### src/rtl/mdio_ctrl_pkg.sv
package mdio_ctrl_pkg;

    localparam int CMD_BUSY_BIT = 0;
    localparam int CMD_DIR_BIT  = 1;
    localparam int CMD_REG_LSB  = 4;
    localparam int CMD_PHY_LSB  = 12;
    localparam int FIELD_W      = 5;
    localparam int DATA_W       = 16;
    localparam int PRE_LEN      = 32;
    localparam int CNT_W        = $clog2(PRE_LEN);

    typedef enum logic [3:0] {
        ST_IDLE,
        ST_ARM,
        ST_PRE,
        ST_SOF,
        ST_OP,
        ST_PHY,
        ST_REG,
        ST_TA,
        ST_DATA,
        ST_END
    } mdio_state_e;

endpackage

### src/rtl/mdio_clk_div.sv
module mdio_clk_div #(
    parameter int DIV_W = 8
) (
    input  logic             clk,
    input  logic             rst_n,
    input  logic             run,
    input  logic [DIV_W-1:0] half,
    output logic             mdc,
    output logic             rise_tick,
    output logic             fall_tick
);

    logic [DIV_W-1:0] cnt;
    logic [DIV_W-1:0] limit;
    logic             tick;

    assign limit     = (half == '0) ? '0 : half - 1'b1;
    assign tick      = run && (cnt == limit);
    assign rise_tick = tick && !mdc;
    assign fall_tick = tick && mdc;

    always_ff @(posedge clk or negedge rst_n) begin
        if (!rst_n) begin
            cnt <= '0;
            mdc <= 1'b0;
        end else if (!run) begin
            cnt <= '0;
            mdc <= 1'b0;
        end else if (tick) begin
            cnt <= '0;
            mdc <= ~mdc;
        end else begin
            cnt <= cnt + 1'b1;
        end
    end

    assert_mdc_idle_R3: assert property (@(posedge clk) disable iff (!rst_n)
        !run |=> !mdc);

endmodule

### src/rtl/mdio_frame_seq.sv
module mdio_frame_seq
    import mdio_ctrl_pkg::*;
(
    input  logic               clk,
    input  logic               rst_n,
    input  logic               start,
    input  logic               is_wr,
    input  logic [FIELD_W-1:0] phy_addr,
    input  logic [FIELD_W-1:0] reg_addr,
    input  logic [DATA_W-1:0]  wr_data,
    input  logic               rise_tick,
    input  logic               fall_tick,
    input  logic               mdio_i,
    output logic               mdio_o,
    output logic               mdio_oe,
    output logic               done,
    output logic [DATA_W-1:0]  rd_data
);

    mdio_state_e              st, st_n;
    logic [CNT_W-1:0]         cnt, cnt_n;
    logic [2*FIELD_W-1:0]     hdr_sh;
    logic [DATA_W-1:0]        wr_sh;
    logic [DATA_W-1:0]        rd_sh;

    function automatic logic [CNT_W-1:0] last_idx(input mdio_state_e s);
        case (s)
            ST_PRE:          return CNT_W'(PRE_LEN - 1);
            ST_PHY, ST_REG:  return CNT_W'(FIELD_W - 1);
            ST_DATA:         return CNT_W'(DATA_W - 1);
            default:         return CNT_W'(1);
        endcase
    endfunction

    function automatic mdio_state_e follow(input mdio_state_e s);
        case (s)
            ST_PRE:  return ST_SOF;
            ST_SOF:  return ST_OP;
            ST_OP:   return ST_PHY;
            ST_PHY:  return ST_REG;
            ST_REG:  return ST_TA;
            ST_TA:   return ST_DATA;
            default: return ST_END;
        endcase
    endfunction

    // next-state decode
    always_comb begin
        st_n  = st;
        cnt_n = cnt;
        unique case (st)
            ST_IDLE: if (start) st_n = ST_ARM;
            ST_ARM: begin
                if (fall_tick) begin
                    st_n  = ST_PRE;
                    cnt_n = '0;
                end
            end
            ST_END: st_n = ST_IDLE;
            ST_PRE, ST_SOF, ST_OP, ST_PHY, ST_REG, ST_TA, ST_DATA: begin
                if (fall_tick) begin
                    if (cnt == last_idx(st)) begin
                        st_n  = follow(st);
                        cnt_n = '0;
                    end else begin
                        cnt_n = cnt + 1'b1;
                    end
                end
            end
            default: st_n = ST_IDLE;
        endcase
    end

    // state register
    always_ff @(posedge clk or negedge rst_n) begin
        if (!rst_n) begin
            st  <= ST_IDLE;
            cnt <= '0;
        end else begin
            st  <= st_n;
            cnt <= cnt_n;
        end
    end

    // shift registers
    always_ff @(posedge clk or negedge rst_n) begin
        if (!rst_n) begin
            hdr_sh <= '0;
            wr_sh  <= '0;
            rd_sh  <= '0;
        end else begin
            if (st == ST_ARM && fall_tick) begin
                hdr_sh <= {phy_addr, reg_addr};
                wr_sh  <= wr_data;
            end
            if (fall_tick && (st == ST_PHY || st == ST_REG))
                hdr_sh <= {hdr_sh[2*FIELD_W-2:0], 1'b0};
            if (fall_tick && st == ST_DATA)
                wr_sh <= {wr_sh[DATA_W-2:0], 1'b0};
            if (rise_tick && st == ST_DATA && !is_wr)
                rd_sh <= {rd_sh[DATA_W-2:0], mdio_i};
        end
    end

    // outputs
    always_comb begin
        mdio_oe = 1'b0;
        mdio_o  = 1'b1;
        done    = 1'b0;
        unique case (st)
            ST_IDLE, ST_ARM: ;
            ST_END:  done = 1'b1;
            ST_PRE:  mdio_oe = 1'b1;
            ST_SOF: begin
                mdio_oe = 1'b1;
                mdio_o  = (cnt == CNT_W'(1));
            end
            ST_OP: begin
                mdio_oe = 1'b1;
                mdio_o  = is_wr ? (cnt == CNT_W'(1)) : (cnt == '0);
            end
            ST_PHY, ST_REG: begin
                mdio_oe = 1'b1;
                mdio_o  = hdr_sh[2*FIELD_W-1];
            end
            ST_TA: begin
                mdio_oe = is_wr;
                mdio_o  = (cnt == '0);
            end
            ST_DATA: begin
                mdio_oe = is_wr;
                mdio_o  = wr_sh[DATA_W-1];
            end
            default: ;
        endcase
    end

    assign rd_data = rd_sh;

    assert_fall_only_R4: assert property (@(posedge clk) disable iff (!rst_n)
        (mdio_oe && $past(mdio_oe) && (mdio_o != $past(mdio_o))) |-> $past(fall_tick));

    assert_release_after_R8: assert property (@(posedge clk) disable iff (!rst_n)
        done |=> !mdio_oe);

endmodule

### src/rtl/mdio_cmd_ctrl.sv
module mdio_cmd_ctrl
    import mdio_ctrl_pkg::*;
#(
    parameter int DIV_W = 8
) (
    input  logic             clk,
    input  logic             rst_n,
    input  logic             reg_wr,
    input  logic             reg_sel,
    input  logic [31:0]      reg_wdata,
    output logic [31:0]      reg_rdata,
    input  logic [DIV_W-1:0] mdc_half,
    output logic             mdc,
    input  logic             mdio_i,
    output logic             mdio_o,
    output logic             mdio_oe
);

    logic               busy;
    logic               dir_wr;
    logic [FIELD_W-1:0] phy_f;
    logic [FIELD_W-1:0] reg_f;
    logic [DATA_W-1:0]  data_q;
    logic               cmd_wr, dat_wr;
    logic               done_w;
    logic               rise_w, fall_w;
    logic [DATA_W-1:0]  rd_w;
    logic [DATA_W-1:0]  wr_live;

    assign cmd_wr  = reg_wr && !reg_sel;
    assign dat_wr  = reg_wr && reg_sel;
    assign wr_live = dat_wr ? reg_wdata[DATA_W-1:0] : data_q;

    always_ff @(posedge clk or negedge rst_n) begin
        if (!rst_n) begin
            busy   <= 1'b0;
            dir_wr <= 1'b0;
            phy_f  <= '0;
            reg_f  <= '0;
        end else if (cmd_wr && !busy) begin
            busy   <= reg_wdata[CMD_BUSY_BIT];
            dir_wr <= reg_wdata[CMD_DIR_BIT];
            phy_f  <= reg_wdata[CMD_PHY_LSB +: FIELD_W];
            reg_f  <= reg_wdata[CMD_REG_LSB +: FIELD_W];
        end else if (done_w) begin
            busy   <= 1'b0;
        end
    end

    always_ff @(posedge clk or negedge rst_n) begin
        if (!rst_n)
            data_q <= '0;
        else if (done_w && !dir_wr)
            data_q <= rd_w;
        else if (dat_wr)
            data_q <= reg_wdata[DATA_W-1:0];
    end

    always_comb begin
        reg_rdata = '0;
        if (reg_sel) begin
            reg_rdata[DATA_W-1:0] = data_q;
        end else begin
            reg_rdata[CMD_BUSY_BIT]                = busy;
            reg_rdata[CMD_DIR_BIT]                 = dir_wr;
            reg_rdata[CMD_REG_LSB +: FIELD_W]      = reg_f;
            reg_rdata[CMD_PHY_LSB +: FIELD_W]      = phy_f;
        end
    end

    mdio_clk_div #(.DIV_W(DIV_W)) u_div (
        .clk       (clk),
        .rst_n     (rst_n),
        .run       (busy && !done_w),
        .half      (mdc_half),
        .mdc       (mdc),
        .rise_tick (rise_w),
        .fall_tick (fall_w)
    );

    mdio_frame_seq u_seq (
        .clk       (clk),
        .rst_n     (rst_n),
        .start     (busy),
        .is_wr     (dir_wr),
        .phy_addr  (phy_f),
        .reg_addr  (reg_f),
        .wr_data   (wr_live),
        .rise_tick (rise_w),
        .fall_tick (fall_w),
        .mdio_i    (mdio_i),
        .mdio_o    (mdio_o),
        .mdio_oe   (mdio_oe),
        .done      (done_w),
        .rd_data   (rd_w)
    );

    assert_launch_R2: assert property (@(posedge clk) disable iff (!rst_n)
        (cmd_wr && !busy && reg_wdata[CMD_BUSY_BIT]) |=> busy);

    assert_done_in_busy_R2: assert property (@(posedge clk) disable iff (!rst_n)
        done_w |-> busy);

    assert_fields_hold_R7: assert property (@(posedge clk) disable iff (!rst_n)
        (busy && !done_w) |=> ($stable(phy_f) && $stable(reg_f) && $stable(dir_wr)));

endmodule

### config.mk
export PLATFORM = sky130hd
export DESIGN_NAME = mdio_cmd_ctrl
export DESIGN_NICKNAME = d
export VERILOG_FILES = /design/src/rtl/mdio_ctrl_pkg.sv /design/src/rtl/mdio_clk_div.sv /design/src/rtl/mdio_frame_seq.sv /design/src/rtl/mdio_cmd_ctrl.sv
export SDC_FILE = /design/constraint.sdc
export NUM_CORES = 1
export LEC_CHECK = 0
export BUFFER_PORTS_ARGS = -buffer_cell sky130_fd_sc_hd__buf_2
export CAP_MARGIN = 40
export CORE_MARGIN = 4
export CORE_UTILIZATION = 40
export DETAILED_ROUTE_END_ITERATION = 8
export PLACE_DENSITY = 0.65
export REMOVE_ABC_BUFFERS = 1
export SYNTH_ARGS = -nofsm -noshare
export SYNTH_HDL_FRONTEND = slang
export SYNTH_SLANG_ARGS = --single-unit
### constraint.sdc
create_clock -name clk -period 3 [get_ports clk]
set_input_delay 0.15 -clock clk [delete_from_list [all_inputs] [get_ports clk]]
set_output_delay 0.15 -clock clk [all_outputs]
set_load 0.02 [all_outputs]
==> reports/results.txt, run 1 <==
Die H: 121 um
Num ports: 80
Area leader, netlist: dfrtp_1
Total power: 3.32 mW
Yosys cell types: 62
CTS max path bufs: 2
Hold WC Path Type: input port to flip-flop
P&R area growth vs syn: 16.0%
WP data required: 3210 ps
DRT Pass-1 Iters: 6
Nets: 598
Crit path arrival time: 3020 ps
CP endpoint kind: flip-flop
Starting Density: 0.416
Status: completed
Post-Route WL: 11.6 mm
Worst Hold Depth: 2
Met1 Track Usage GR: 0.229
CP Launch Type: input port
Final hold vios: 0
Worst Min Path Start: reg_wdata[16]
Vias in the first global route: 3919
P_leak: 2.94 nW
Final Setup Violations: 0
Root Buffer: clkbuf_16
RR Startpoint: u_seq.st[2]$_DFFE_PN0P_
DR vias: 3844
RSZ-0062 raised after global routing: false
Total gr overflow: 0
Post-CTS setup buffer count: 0
Inst Count DP: 703
Drt initial violations: 216
Antenna Violating Nets Remaining: 0
R2R Path End: u_seq.st[1]$_DFFE_PN0P_
Dpl hpwl: 8.30 mm
Share of post-route cells with drive strength above 1: 0.310
Seq/Total Area, Yosys: 0.431
Area used by multi-input combinational logic: 2630 um2
CTS tree: yes
Core area: 12300 um2
Cells after Synth: 481
FF-to-FF path depth: 7
Area contributors post-synth: dfrtp_1 43%, mux2_2 14%, mux2i_1 6.7%
Final non-filler cell total: 720
Routing usage on met2: 0.256
Worst-Margin Slew: 569 ps
Hold Path End: phy_f[4]$_DFFE_PN0P_
VDD IR max: 367 uV
Die ar.: 14600 um2
Most used DFF post-synth: dfrtp_1
IO Port Bufs: 49
Seq. cell area: 2200 um2
Skew final: 8.95 ps
Final min period: 2800 ps
Inserted Diodes: 0
Share of flip-flops with an asynchronous set or reset: 1.00
Average wire per standard cell: 16.2 um
Initial antenna violation count: 0
Maxcap violations: 0
DRC viols: 0
Crit-path max FO: 15
First-pass GRT wire length: 19.3 mm
Grt peak-use layer: met2
Post-Syn Area: 5100 um2
Worst hold slack: 52.2 ps
Slew Viols, Final: 0
DIE WIDTH: 121 um
Fill count: 1138
Final period util: 0.935
Num Clock Sinks: 88
DP Worst Slack: -136 ps
FF-to-FF setup slack: 390 ps
Grt met3 use: 0.0331
Total GRT Usage: 0.162
Power Density: 560 nW/um2
Final worst slack: 195 ps
Routability cong.: 0.927
Max frequency: 357 MHz
Average via count per standard cell: 5.34
Syn Area/Cell: 10.6 um2
Synthesized flop and latch total: 88
H-tree depth: 3
Clock-pin slew on the worst setup and hold paths: 70 ps
Skew-Pair Late Insertion Delay: 340 ps
Cell Area, Placed: 5630 um2
Warnings from Yosys: 0
Top cell type's share of synthesized area: 0.431
Post-synth EDFFs: 0
Slew HR: 0.619
CTS Buf Count: 9
Site row count: 40
Largest net degree at the start of global routing: 39
Setup Crit Path Kind: input port to flip-flop
Cell area after layout: 5920 um2
-- what timing repair did --
action | in CTS | in global routing
hold endpoints to repair | 34 | 0
endpoints found under the setup margin | 0 | 0
resized for setup | 0 | 0
hold buffers | 1 | 0
-- worst max-delay path: stages --
cell	delay (ps)
buf_2	110
inv_1	70
ha_1	200
nor4b_1	460
nand2_1	130
and3_1	210
or4_4	520
or4_4	700
mux2i_1	170
mux2_1	290
-- cell type report --
cell class | count | share of cell area
multi-input cells | 345 | 0.445
flip-flops and latches | 88 | 0.372
repair buffers | 80 | 0.0858
clock buffers | 9 | 0.0380
well taps | 168 | 0.0355
inverters | 24 | 0.0152
clock inverters | 6 | 0.00888
-- logic make-up after synthesis --
| family | count (synthesis) | share of synthesized area |
|---|---|---|
| buffers and inverters | 62 | 0.0640 |
| AOI/OAI and AO/OA | 70 | 0.0910 |
| and+or+nand+nor | 137 | 0.155 |
| other | 1 | 0.000735 |
| DFF | 88 | 0.431 |
| adders and majority gates | 5 | 0.0123 |
| xor gates and xnor gates | 13 | 0.0223 |
| muxes | 105 | 0.223 |
-- flip-flops by register name, indices dropped and copies added (netlist names) --
signal and flops:
busy 1, data_q 16, dir_wr 1, phy_f 5
reg_f 5, u_div.cnt 8, u_div.mdc 1, u_seq.cnt 5
u_seq.hdr_sh 10, u_seq.rd_data 16, u_seq.st 4, u_seq.wr_sh 16
-- Yosys cell counts, drive strengths merged (4+ instances only) --
master / n
a31oi: 4
o31ai: 5
mux2i: 34
a21oi: 24
or3: 5
nand4b: 5
xnor2: 4
nor2: 35
ha: 5
buf: 26
nor4: 8
nand2: 17
o21ai: 10
nand3: 15
clkbuf: 12
or2: 4
dfrtp: 88
nand2b: 4
mux2: 71
inv: 24
and2: 8
or4: 5
nor3b: 6
xor2: 9
a211oi: 5
nor2b: 6
and3: 8
-- metrics by stage --
step | setup TNS (ps) | util
after floorplan | 0 | -
after global routing | 0 | 0.483
after detailed placement | -1750 | 0.459
final | 0 | 0.483
after global placement | -765 | 0.457
after CTS | 0 | 0.482
-- layer usage --
layer  routed length (um)  part of all wire  vias to the layer above
met1                 5600              0.48                     1905
met2                 5390              0.46                       98
met3                  542             0.047                       12
met5                    0                 0                        -
li1                     -                 -                     1829
met4                  106            0.0091                        0
-- cell usage in the layout, fill, tap and decap left out, types with 3 or more instances in the layout --
master     count
nand2_1       17
a21oi_1       24
mux2_2        62
o21ai_0        9
conb_1        15
or4_1          3
or3_1          5
inv_1         24
or2_2          4
buf_4         29
nand2b_1       4
nand4b_1       3
dfrtp_1       88
buf_2         48
o31ai_1        4
ha_1           5
and3_1         8
nand3_1       15
mux2_1         9
clkbuf_16      9
xor2_1         9
and2_1         8
nor2b_1        6
nor3b_1        5
xnor2_1        4
nor2_1        34
mux2i_1       34
a211oi_1       5
a31oi_1        4
nor4_1         7
-- power by group --
group	total, mW	switching [mW]	internal [mW]
combinational	0.762	0.400	0.362
sequential	1.50	0.167	1.33
clock	1.06	0.488	0.570
-- worst max path at each step --
stage | start | to | slack (ps) | depth (start not counted)
2_1_floorplan | mdc_half[0] | u_seq.wr_sh[10]$_DFFE_PN0P_ | 20 | 9
3_3_place_gp | mdc_half[0] | u_seq.wr_sh[7]$_DFFE_PN0P_ | -60 | 10
3_5_place_dp | mdc_half[0] | u_seq.wr_sh[7]$_DFFE_PN0P_ | -140 | 10
4_1_cts | mdc_half[0] | u_seq.wr_sh[15]$_DFFE_PN0P_ | 210 | 10
5_1_grt | mdc_half[0] | u_seq.wr_sh[10]$_DFFE_PN0P_ | 4 | 10
6_report | mdc_half[0] | u_seq.wr_sh[11]$_DFFE_PN0P_ | 200 | 10
No activity file was read; power rests on OpenSTA's default activity.
==> run 2: changes to the inputs <==
CORE_UTILIZATION = 54   (was 40)
HOLD_SLACK_MARGIN = 0.1   (was unset)
PLACE_DENSITY = 0.82   (was 0.65)
==> reports/results.txt, run 2 (synthesized netlist as in run 1, its figures left out) <==
Die H: 105 um
Skew final: 10.9 ps
Average via count per standard cell: 5.69
WP buf/inv: 0
Starting Density: 0.552
WP data required: 3260 ps
Skew-Pair Late Insertion Delay: 360 ps
CTS Hold Bufs: 14
Critical-path top delay cell: nor4b_1
Total power: 3.05 mW
Setup Crit Path Kind: flip-flop to flip-flop
Share of post-route cells with drive strength above 1: 0.296
Crit path arrival time: 3070 ps
Dpl hpwl: 7.83 mm
Antenna Violating Nets Remaining: 0
DP Worst Slack: -126 ps
Initial antenna violation count: 0
Core area: 9240 um2
Max frequency: 355 MHz
Inserted Diodes: 0
Root Buffer: clkbuf_8
P_leak: 2.94 nW
Most common cell after layout, fill and taps aside: dfrtp_1
DR vias: 3917
Routability cong.: 0.922
Largest net degree at the start of global routing: 71
First-pass GRT wire length: 18.2 mm
Slew HR: 0.644
Drt initial violations: 238
Maxcap violations: 0
Cell Area, Placed: 5560 um2
Average wire per standard cell: 15.8 um
Status: completed
Clock-pin slew on the worst setup and hold paths: 100 ps
Final min period: 2810 ps
Worst-Margin Slew: 527 ps
Num ports: 80
P&R area growth vs syn: 15.5%
RSZ-0062 raised after global routing: false
Cell area after layout: 5900 um2
Most frequent cells in the layout: 88 x dfrtp_1, 62 x mux2_2, 48 x buf_2
Hold WC Path Type: input port to flip-flop
Final hold vios: 0
H-tree depth: 3
Power Density: 518 nW/um2
Site row count: 35
VDD IR max: 378 uV
DRT Pass-1 Iters: 4
CTS Buf Count: 9
Post-Route WL: 10.9 mm
CP Launch Type: flip-flop
Final worst slack: 187 ps
IO Port Bufs: 49
Nets: 605
Fin Setup TNS: 0 ps
Vias in the first global route: 3887
CTS tree: yes
CTS max path bufs: 2
FF-to-FF setup slack: 190 ps
Crit-path max FO: 11
CP endpoint kind: flip-flop
Top Family by Delay on Critical Path: simple AND/OR/NAND/NOR gates
Total gr overflow: 0
Crit-path cells: nor4b_1 > nand4_1 > a221o_1 > a31oi_1 > nand2_1 > nor4_1 > mux2_2
Post-CTS setup buffer count: 0
Final Setup Violations: 0
# resized after CTS: 0
DIE WIDTH: 105 um
Slew Viols, Final: 0
Num Clock Sinks: 88
CP peak stage delay: 510 ps
Total GRT Usage: 0.201
Die ar.: 11100 um2
DRC viols: 0
Final period util: 0.938
-- run 2: changes by cell type in the layout (fill, tap and decap cells not counted), moves of 2 or more --
cell	change
dlygate4sd3_1	+13
clkinvlp_4	-2
clkbuf_16	-9
clkbuf_8	+9
buf_4	-7
-- run 2: layer usage --
| metal | global-route usage | share of wire | up-vias |
|---|---|---|---|
| met2 | 0.331 | 0.49 | 126 |
| met3 | 0.0465 | 0.059 | 18 |
| met4 | 0.0694 | 0.016 | 0 |
| li1 | - | - | 1851 |
| met5 | 0 | 0 | - |
| met1 | 0.262 | 0.43 | 1922 |
-- run 2: cell type report --
cell class,instances,area (um2)
Fill cell,692,3340
Clock inverter,7,73.8
Sequential cell,88,2200
Inverter,24,90.1
Clock buffer,9,124
Timing Repair Buffer,87,613
Tap cell,129,161
Multi-Input combinational cell,345,2630
-- run 2: worst register-to-register path, delay by kind of cell (launching register included) --
kind | cells | cell delay (ps)
muxes | 1 | 380
and+or+nand+nor | 4 | 1280
AOI/OAI and AO/OA | 2 | 560
DFF | 1 | 500
-- run 2: final timing paths --
check | start | to | cells past startpoint
max | u_seq.st[1]$_DFFE_PN0P_ | u_seq.st[1]$_DFFE_PN0P_ | 7
min | reg_wdata[10] | data_q[10]$_DFF_PN0_ | 3
max reg2reg | u_seq.st[1]$_DFFE_PN0P_ | u_seq.st[1]$_DFFE_PN0P_ | 7
min reg2reg | u_seq.wr_sh[0]$_DFFE_PN0P_ | u_seq.wr_sh[0]$_DFFE_PN0P_ | 1
max in group asynchronous | rst_n | u_div.mdc$_DFFE_PN0P_ | 3
min in group asynchronous | rst_n | u_seq.hdr_sh[5]$_DFFE_PN0P_ | 2
-- run 2: through the flow --
step                      instances  hold slack [ps]   util
after global routing            689              127  0.638
after global placement          657              383  0.598
after detailed placement        659             54.2  0.602
after CTS                       689              101  0.638
after floorplan                 457             -146      -
final                           689              113  0.638
-- run 2: power by group --
part / switching, mW / leakage, nW / internal (mW) / total (mW)
Clock: 0.468 / 0.101 / 0.328 / 0.796
Combinational: 0.404 / 1.71 / 0.372 / 0.776
Sequential: 0.154 / 1.13 / 1.33 / 1.48
==> run 3: changes to the inputs <==
ABC_AREA = 1   (was unset)
clock period = 3.6 ns   (was 3 ns; I/O delays follow)
==> reports/results.txt, run 3 <==
Setup Crit Path Kind: flip-flop to primary output
Main combinational cell family by area after synthesis: simple AND/OR/NAND/NOR gates
Die ar.: 11000 um2
Final hold vios: 0
P&R area growth vs syn: 12.6%
Synth Area in XOR/XNOR: 0.00692
Cell Area, Placed: 5380 um2
Syn Area/Cell: 7.41 um2
Skew final: 8.58 ps
Core area: 9200 um2
Simple-gate area share of the yosys netlist: 0.309
Status: completed
Cells after Synth: 684
Skew-Pair Late Insertion Delay: 360 ps
Crit-path max FO: 19
Seq/Total Area, Yosys: 0.435
Post-synth EDFFs: 0
IO Port Bufs: 49
Average wire per standard cell: 13.7 um
Power Density: 515 nW/um2
Nets: 790
Slew HR: 0.574
CTS max path bufs: 2
Post-Synth Adder-Cell Area: 0.0123
Final Setup Violations: 0
Clock-pin slew on the worst setup and hold paths: 90 ps
Core Util, Final: 0.620
Mux cell area share after synthesis: 0.0299
Vias in the first global route: 4417
CTS Buf Count: 9
VDD IR max: 315 uV
Total GRT Usage: 0.221
Area leader, netlist: dfrtp_1
Total power: 2.94 mW
Initial antenna violation count: 0
Worst hold slack: 156 ps
Synth Area in Compound Gates: 0.0859
Most frequent cells in the layout: 186 x nand2_1, 95 x inv_1, 88 x dfrtp_1
Routability cong.: 0.843
Share of post-route cells with drive strength above 1: 0.125
First-pass GRT wire length: 20.0 mm
Most common cell after layout, fill and taps aside: nand2_1
Final period util: 0.734
H-tree depth: 3
Final min period: 2640 ps
Area contributors post-synth: dfrtp_1 43%, nand2_1 14%, inv_1 7.0%
Post-CTS setup buffer count: 0
Top cells by count, synth: 186 x nand2_1, 95 x inv_1, 88 x dfrtp_1
Max frequency: 378 MHz
Crit path arrival time: 2460 ps
Hold WC Path Type: input port to flip-flop
Num Clock Sinks: 88
Antenna Violating Nets Remaining: 0
Root Buffer: clkbuf_8
RSZ-0062 raised after global routing: false
Total gr overflow: 0
Worst-Margin Slew: 637 ps
Largest net degree at the start of global routing: 50
Average via count per standard cell: 5.37
Inserted Diodes: 0
Slew Viols, Final: 0
Cell area after layout: 5700 um2
Top cell type's share of synthesized area: 0.435
Share of flip-flops with an asynchronous set or reset: 1.00
CP Launch Type: flip-flop
Synthesized flop and latch total: 88
Maxcap violations: 0
Most numerous cell in the Yosys netlist: nand2_1
Fin Setup TNS: 0 ps
DRC viols: 0
Die H: 105 um
Warnings from Yosys: 0
CP endpoint kind: primary output
Yosys cell types: 39
Dpl hpwl: 8.30 mm
DR vias: 4599
DRT Pass-1 Iters: 5
WP data required: 3420 ps
Post-Route WL: 11.8 mm
Most used DFF post-synth: dfrtp_1
P_leak: 2.98 nW
DIE WIDTH: 105 um
CTS tree: yes
Starting Density: 0.551
Drt initial violations: 362
Site row count: 35
Post-Syn Area: 5070 um2
Num ports: 80
==> run 3: cell count changes in the layout (fill, tap and decap cells not counted), moves of 28 or more <==
cell     previous run  this run
nand2_1            17       186
inv_1              24        95
mux2_2             62         1
nand3_1            15        50
nand4_1             2        30
==> run 3: final timing paths <==
kind / from / endpoint / slack [ps] / depth (start not counted)
worst max-delay path: u_seq.st[1]$_DFFE_PN0P_ / mdio_o / 960 / 7
worst min-delay path: reg_wdata[2] / data_q[2]$_DFF_PN0_ / 160 / 3
worst max register to register: u_seq.st[1]$_DFFE_PN0P_ / u_seq.cnt[3]$_DFFE_PN0P_ / 1010 / 8
worst min register to register: u_seq.hdr_sh[6]$_DFFE_PN0P_ / u_seq.hdr_sh[6]$_DFFE_PN0P_ / 490 / 2
max in group asynchronous: rst_n / phy_f[4]$_DFFE_PN0P_ / 2640 / 3
min in group asynchronous: rst_n / u_seq.rd_data[10]$_DFFE_PN0P_ / 340 / 2
==> run 3: cells by family after synthesis <==
| kind of cell | Yosys count |
|---|---|
| AND/OR/NAND/NOR | 348 |
| buffers and inverters | 139 |
| flip-flops | 88 |
| AO/OA/AOI/OAI | 84 |
| multiplexers | 15 |
| adder cells (fa/ha/maj) | 5 |
| XOR/XNOR | 4 |
| other | 1 |
==> run 3: power breakdown <==
part	switching, mW	total, mW	internal [mW]
Combinational	0.702	1.03	0.327
Clock	0.347	0.662	0.315
Sequential	0.102	1.25	1.14
==> run 3: layer usage <==
metal	share of wire	routed length [um]	global-route usage	up-vias
li1	-	-	-	2270
met1	0.42	4960	0.262	2180
met2	0.50	5830	0.379	117
met3	0.043	511	0.0451	32
met4	0.040	465	0.113	0
met5	0	0	0	-
==> run 3: repair_timing <==
item | 4_1_cts | 5_1_grt
resized for setup | 0 | 0
hold buffers | 14 | 0
hold endpoints to repair | 52 | 0
==> run 3: through the flow <==
step	std cells	setup WS, ps
final	856	956
after global routing	856	648
after CTS	856	956
after detailed placement	826	762
after global placement	822	850
after floorplan	657	1120
==> run 3: layout make-up <==
| cell class | instances | area (um2) |
|---|---|---|
| clock inverters | 7 | 62.6 |
| multi-input cells | 471 | 2300 |
| fillers | 817 | 3490 |
| inverters | 98 | 370 |
| repair buffers | 72 | 500 |
| flip-flops and latches | 88 | 2200 |
| well taps | 111 | 139 |
| clock buffers | 9 | 124 |
==> run 3: critical path, stage by stage, from the launching register on <==
cell	delay, ps
dfrtp_1	470
nor2_1	110
nand3_1	130
clkinv_1	490
nor2_1	340
inv_1	110
o2111ai_1	240
buf_2	210
